--- config.mk ---
export PLATFORM = sky130hd
export DESIGN_NAME = fwd_deser21
export DESIGN_NICKNAME = d
export VERILOG_FILES = /design/src/rtl/fdr_pkg.sv /design/src/rtl/lane_shifter.sv /design/src/rtl/frame_tracker.sv /design/src/rtl/word_out_reg.sv /design/src/rtl/fwd_deser21.sv
export SDC_FILE = /design/constraint.sdc
export NUM_CORES = 1
export LEC_CHECK = 0
export BUFFER_PORTS_ARGS = -buffer_cell sky130_fd_sc_hd__buf_2
export CORE_MARGIN = 2
export CORE_UTILIZATION = 35
export CTS_CLUSTER_DIAMETER = 120
export DETAILED_ROUTE_END_ITERATION = 8
export HOLD_SLACK_MARGIN = 0.06
export SYNTH_ARGS = -nofsm -noshare
export SYNTH_HDL_FRONTEND = slang
export SYNTH_SLANG_ARGS = --single-unit
--- constraint.sdc ---
create_clock -name clk -period 1.9 [get_ports clk]
set_input_delay 0.19 -clock clk [delete_from_list [all_inputs] [get_ports clk]]
set_output_delay 0.19 -clock clk [all_outputs]
set_load 0.01 [all_outputs]
--- src/rtl/fdr_pkg.sv ---
package fdr_pkg;
  typedef enum logic [1:0] {
    ST_HUNT    = 2'd0,
    ST_CONFIRM = 2'd1,
    ST_LOCKED  = 2'd2
  } trk_state_e;
endpackage

--- src/rtl/lane_shifter.sv ---
// Shift register for one serial lane; the earliest slot ends in bit 0.
module lane_shifter #(
  parameter int SLOTS = 7
) (
  input  logic             clk,
  input  logic             rst,
  input  logic             ser_i,
  output logic [SLOTS-1:0] par_o
);
  always_ff @(posedge clk) begin
    if (rst) par_o <= '0;
    else     par_o <= {ser_i, par_o[SLOTS-1:1]};
  end
endmodule

--- src/rtl/frame_tracker.sv ---
// Boundary search, confirmation and flywheel over the clock-lane window.
module frame_tracker
  import fdr_pkg::*;
#(
  parameter int               SLOTS       = 7,
  parameter logic [SLOTS-1:0] CLK_PAT     = 7'b1100011,
  parameter int               LOCK_HITS   = 2,
  parameter int               DROP_MISSES = 2
) (
  input  logic             clk,
  input  logic             rst,
  input  logic             pwr_n,
  input  logic [SLOTS-1:0] win_i,
  output logic             cap_o,
  output logic             seg_end_o,
  output logic             wclk_nxt_o,
  output logic             locked_o
);
  localparam int CW   = (SLOTS > 1) ? $clog2(SLOTS) : 1;
  localparam int HW   = $clog2(LOCK_HITS + 1);
  localparam int MW   = $clog2(DROP_MISSES + 1);
  localparam int HIGH = (SLOTS + 1) / 2;

  trk_state_e    state_q, state_d;
  logic [CW-1:0] cnt_q, cnt_d;
  logic [HW-1:0] hits_q, hits_d;
  logic [MW-1:0] miss_q, miss_d;
  logic          match, boundary;

  assign match    = (win_i == CLK_PAT);
  assign boundary = (state_q != ST_HUNT) && (cnt_q == CW'(SLOTS - 1));

  always_comb begin
    state_d = state_q;
    hits_d  = hits_q;
    miss_d  = miss_q;
    cap_o   = 1'b0;
    cnt_d   = (cnt_q == CW'(SLOTS - 1)) ? '0 : cnt_q + CW'(1);
    if (!pwr_n) begin
      state_d = ST_HUNT;
      cnt_d   = '0;
      hits_d  = '0;
      miss_d  = '0;
    end else begin
      unique case (state_q)
        ST_HUNT: begin
          cnt_d = '0;
          if (match) begin
            state_d = ST_CONFIRM;
            hits_d  = HW'(1);
          end
        end
        ST_CONFIRM: begin
          if (boundary) begin
            if (!match) begin
              state_d = ST_HUNT;
              hits_d  = '0;
            end else if ((hits_q + HW'(1)) >= HW'(LOCK_HITS)) begin
              state_d = ST_LOCKED;
              miss_d  = '0;
              cap_o   = 1'b1;
            end else begin
              hits_d = hits_q + HW'(1);
            end
          end
        end
        ST_LOCKED: begin
          if (boundary) begin
            if (match) begin
              cap_o  = 1'b1;
              miss_d = '0;
            end else if ((miss_q + MW'(1)) >= MW'(DROP_MISSES)) begin
              state_d = ST_HUNT;
              miss_d  = '0;
              hits_d  = '0;
            end else begin
              miss_d = miss_q + MW'(1);
            end
          end
        end
        default: state_d = ST_HUNT;
      endcase
    end
  end

  assign seg_end_o  = boundary && pwr_n;
  assign wclk_nxt_o = (state_d != ST_HUNT) && (cnt_d < CW'(HIGH));
  assign locked_o   = (state_q == ST_LOCKED);

  always_ff @(posedge clk) begin
    if (rst) begin
      state_q <= ST_HUNT;
      cnt_q   <= '0;
      hits_q  <= '0;
      miss_q  <= '0;
    end else begin
      state_q <= state_d;
      cnt_q   <= cnt_d;
      hits_q  <= hits_d;
      miss_q  <= miss_d;
    end
  end
endmodule

--- src/rtl/word_out_reg.sv ---
// Output register: word, regenerated clock and valid, frozen in power-down.
module word_out_reg #(
  parameter int WORD_W = 21
) (
  input  logic              clk,
  input  logic              rst,
  input  logic              pwr_n,
  input  logic              cap_i,
  input  logic              seg_end_i,
  input  logic              wclk_i,
  input  logic [WORD_W-1:0] word_i,
  output logic [WORD_W-1:0] word_o,
  output logic              wclk_o,
  output logic              vld_o
);
  always_ff @(posedge clk) begin
    if (rst) begin
      word_o <= '0;
      wclk_o <= 1'b0;
      vld_o  <= 1'b0;
    end else if (!pwr_n) begin
      vld_o <= 1'b0;
    end else begin
      wclk_o <= wclk_i;
      if (cap_i)     word_o <= word_i;
      if (seg_end_i) vld_o  <= cap_i;
    end
  end
endmodule

--- src/rtl/fwd_deser21.sv ---
module fwd_deser21 #(
  parameter int                 LANES       = 3,
  parameter int                 SLOTS       = 7,
  parameter logic [SLOTS-1:0]   CLK_PAT     = 7'b1100011,
  parameter int                 LOCK_HITS   = 2,
  parameter int                 DROP_MISSES = 2
) (
  input  logic                     clk,
  input  logic                     rst,
  input  logic                     pwr_n,
  input  logic [LANES-1:0]         ser_lane_i,
  input  logic                     fwd_clk_lane_i,
  output logic [LANES*SLOTS-1:0]   word_o,
  output logic                     word_clk_o,
  output logic                     word_vld_o,
  output logic                     locked_o
);
  localparam int WORD_W = LANES * SLOTS;

  logic [WORD_W-1:0] word_raw;
  logic [SLOTS-1:0]  clk_win;
  logic              cap, seg_end, wclk_nxt;

  for (genvar l = 0; l < LANES; l++) begin : g_lane
    lane_shifter #(.SLOTS(SLOTS)) shf_i (
      .clk   (clk),
      .rst   (rst),
      .ser_i (ser_lane_i[l]),
      .par_o (word_raw[l*SLOTS +: SLOTS])
    );
  end

  lane_shifter #(.SLOTS(SLOTS)) clk_shf_i (
    .clk   (clk),
    .rst   (rst),
    .ser_i (fwd_clk_lane_i),
    .par_o (clk_win)
  );

  frame_tracker #(
    .SLOTS       (SLOTS),
    .CLK_PAT     (CLK_PAT),
    .LOCK_HITS   (LOCK_HITS),
    .DROP_MISSES (DROP_MISSES)
  ) trk_i (
    .clk        (clk),
    .rst        (rst),
    .pwr_n      (pwr_n),
    .win_i      (clk_win),
    .cap_o      (cap),
    .seg_end_o  (seg_end),
    .wclk_nxt_o (wclk_nxt),
    .locked_o   (locked_o)
  );

  word_out_reg #(.WORD_W(WORD_W)) out_i (
    .clk       (clk),
    .rst       (rst),
    .pwr_n     (pwr_n),
    .cap_i     (cap),
    .seg_end_i (seg_end),
    .wclk_i    (wclk_nxt),
    .word_i    (word_raw),
    .word_o    (word_o),
    .wclk_o    (word_clk_o),
    .vld_o     (word_vld_o)
  );
endmodule

==> impl_metrics.json <==
{
  "syn2layout_area_growth_pct": 23.0,
  "hold_path.class": "in -> reg",
  "yosys.area_share.xor_xnor_pct": 0.401,
  "grt_util_all_layers_pct": 12.4,
  "drv_slew": 0,
  "crit_required_ps": 2110,
  "vias": 1600,
  "syn_area_um2": 2190,
  "synth_ff_type": "dfxtp_1",
  "synthArstFlopShare_pct": 0,
  "synthMuxAreaShare_pct": 0.515,
  "end_kind": "register",
  "rr_endpoint": "trk_i.hits_q[0]",
  "r2r_setup_slack_ps": 110,
  "clkSinkCount": 60,
  "num-fill-cells": 576,
  "io_pins": 31,
  "slew_headroom_pct": 72.6,
  "synth-seq-area-share_pct": 55.0,
  "h-tree-depth": 3,
  "finalHoldViolCount": 0,
  "grt_pass1_vias": 1491,
  "firstDrtPassIters": 4,
  "hpwlAfterDp_um": 2570,
  "stdcell_count": 348,
  "drt-total-wl_um": 3970,
  "hold_end": "clk_shf_i.par_o[6]",
  "synth.distinct_cells": 32,
  "grt_pass1_wl_um": 6790,
  "layout-drive-gt1-share_pct": 25.3,
  "port_buffers": 30,
  "syn_nets": 243,
  "reg2reg_depth": 8,
  "yosysTopAreaCell": "dfxtp_1",
  "maxCapViolations": 0,
  "critPathTopFamily": "compound AO/OA/AOI/OAI gates",
  "fin_crit_ps": 1790,
  "n_antenna_cell": 0,
  "grt_max_degree": 43,
  "viasPerCell": 4.60,
  "p_leak_nw": 1.06,
  "finalCritPeriodShare_pct": 94.3,
  "max_slew.worst_pin.slew_ps": 411,
  "fin_util_pct": 44.9,
  "fmax_mhz": 558,
  "gp_congestion": 0.913,
  "coreArea_um2": 5990,
  "cts.path.max_buffers": 2,
  "critPathMaxStageDelay_ps": 350,
  "ys_ff_latch": 60,
  "place_inst": 327,
  "post_drt_wl_per_cell_um": 11.4,
  "die_y_um": 83.0,
  "critPathSlowestCell": "dfxtp_2",
  "ys_warn_count": 0,
  "power-per-cell-area_nw_per_um2": 909,
  "crit_path_max_fanout": 4,
  "synthDominantCellAreaShare_pct": 55.0,
  "cts-root-buf": "clkbuf_8",
  "worstHoldPathCells": 2,
  "fp-row-count": 28,
  "synth_top_family_by_area": "simple AND/OR/NAND/NOR gates",
  "synth_enable_flop_cells": 0,
  "final-setup-viol-count": 0,
  "crit_type": "reg -> reg",
  "min_from": "fwd_clk_lane_i",
  "drt_iter0_drc": 55,
  "cp_data_arrival_time_ps": 2000,
  "grt_overflow": 0,
  "status": "finished, final reports clean",
  "critPathLaunchType": "register",
  "crit_chain": "inv_1, ha_2, nand3b_1, a21oi_2, a31oi_2, a2111oi_4, o221a_2, nor3_1",
  "synthTopCellsByArea": "dfxtp_1 (55%), nor2b_1 (8.3%), nand2_1 (8.1%)",
  "drc": 0,
  "postRouteAntennaNets": 0,
  "syn_area_per_cell_um2": 9.55,
  "cts_buffers": 9,
  "r2r-start": "trk_i.state_q[1]",
  "synth-adder-area-share_pct": 4.01,
  "antenna_found_initial": 0,
  "fin_nets": 282,
  "fin_skew_ps": 7.36,
  "clk_pin_slew_ps": 70,
  "die_w_um": 83.0,
  "vdd_drop_max_uv": 574,
  "cts_tree": "done",
  "synth_simple_gate_area_share_pct": 24.6,
  "crit_buf_inv": 1,
  "syn_inst": 229,
  "clk_latency_ps": 330,
  "start_util_pct": 36.5,
  "die_area_um2": 6890,
  "synth_compound_gate_area_share_pct": 11.8
}
worst reg2reg max path, stage by stage (launching register included):
cell,delay [ps]
dfxtp_2,350
inv_1,60
ha_2,190
nand3b_1,200
a21oi_2,170
a31oi_2,80
a2111oi_4,340
o221a_2,250
nor3_1,40
layout make-up:
type | instances | area [µm²] | area share [%]
multi-input combinational | 149 | 917 | 34.1
timing repair buffer | 40 | 245 | 9.12
clock buffer | 9 | 124 | 4.61
inverter | 8 | 30.0 | 1.12
tap | 75 | 93.8 | 3.49
sequential | 60 | 1200 | 44.8
clock inverter | 7 | 75.1 | 2.79
sequential cells by signal, summed over array words and instances, names as in the netlist:
| signal | cells |
|---|---|
| trk_i.cnt_q | 3 |
| g_lane.shf_i.par_o | 21 |
| clk_shf_i.par_o | 7 |
| trk_i.state_q | 2 |
| out_i.vld_o | 1 |
| out_i.wclk_o | 1 |
| out_i.word_o | 21 |
| trk_i.miss_q | 2 |
| trk_i.hits_q | 2 |
metrics by stage:
step / instance area (µm²) / power (mW) / TNS (ps) / worst slack, ps / hold slack, ps
floorplan: 2190 / 1.33 / 0 / 30.7 / 318
global placement: 2430 / 1.35 / 0 / 102 / 402
detailed placement: 2430 / 1.35 / 0 / 56.3 / 407
CTS: 2660 / 2.48 / 0 / 42.8 / 71.9
global route: 2690 / 2.56 / -19.1 / -19.1 / 75.5
finish: 2690 / 2.44 / 0 / 109 / 78.1
metal layers:
metal / routed length, µm / up-vias / part of all wire [%] / track usage, %
li1: - / 831 / - / -
met1: 1870 / 729 / 47 / 15.5
met2: 1850 / 32 / 46 / 18.8
met3: 149 / 8 / 3.8 / 4.08
met4: 105 / 0 / 2.6 / 7.15
met5: 0 / - / 0 / 0
worst max path at each step:
stage | startpoint | slack (ps) | endpoint | depth (start not counted)
global placement | trk_i.state_q[0] | 100 | out_i.word_o[14] | 7
finish | trk_i.state_q[1] | 110 | trk_i.hits_q[0] | 8
global route | trk_i.state_q[1] | -20 | trk_i.hits_q[0] | 9
floorplan | trk_i.state_q[0] | 30 | out_i.word_o[11] | 9
detailed placement | trk_i.state_q[0] | 60 | out_i.word_o[13] | 7
CTS | trk_i.state_q[0] | 40 | out_i.word_o[13] | 7
cell usage in the layout (no fill, tap or decap), types with 2 or more instances in the layout:
master         instances
nand2b_1               2
buf_2                 30
buf_4                  6
a21oi_2                3
dlygate4sd3_1          3
clkinvlp_4             3
clkbuf_8               9
dfxtp_1               58
inv_1                  8
ha_1                   6
nand3_1                3
dfxtp_2                2
nor3_1                 5
a21oi_1               24
o21ai_0                2
nor2_1                 8
nor2b_1               29
nand2_1               47
cell usage after synthesis, types with 2 or more instances:
master and instances:
nand3_1 3, inv_1 8, ha_1 7, a21oi_2 2
buf_2 5, dfxtp_1 60, nor2b_1 29, nand2b_1 2
a21oi_1 25, nor2_1 9, nand2_1 47, nor3_1 5
o21ai_0 2, clkbuf_1 7
repair_timing:
item | 4_1_cts | 5_1_grt
setup buffers | 0 | 2
hold buffers | 3 | 0
setup endpoints to repair | 0 | 23
hold endpoints to repair | 3 | 0
resized for setup | 0 | 5
cells by family (layout without fill, tap and decap cells):
kind of cell,Yosys count,in the layout
XOR/XNOR,1,1
AND/OR/NAND/NOR,103,103
adder cells (fa/ha/maj),7,7
buffers and inverters,20,64
multiplexers,1,1
AO/OA/AOI/OAI,37,37
flip-flops,60,60
power breakdown:
part           total (mW)  internal, mW  switching (mW)
Clock                1.12         0.608           0.514
Combinational      0.0446        0.0192          0.0254
Sequential           1.28          1.27         0.00628
Total                2.44          1.90           0.546
Note: power is estimated with default switching activity, not from simulation.
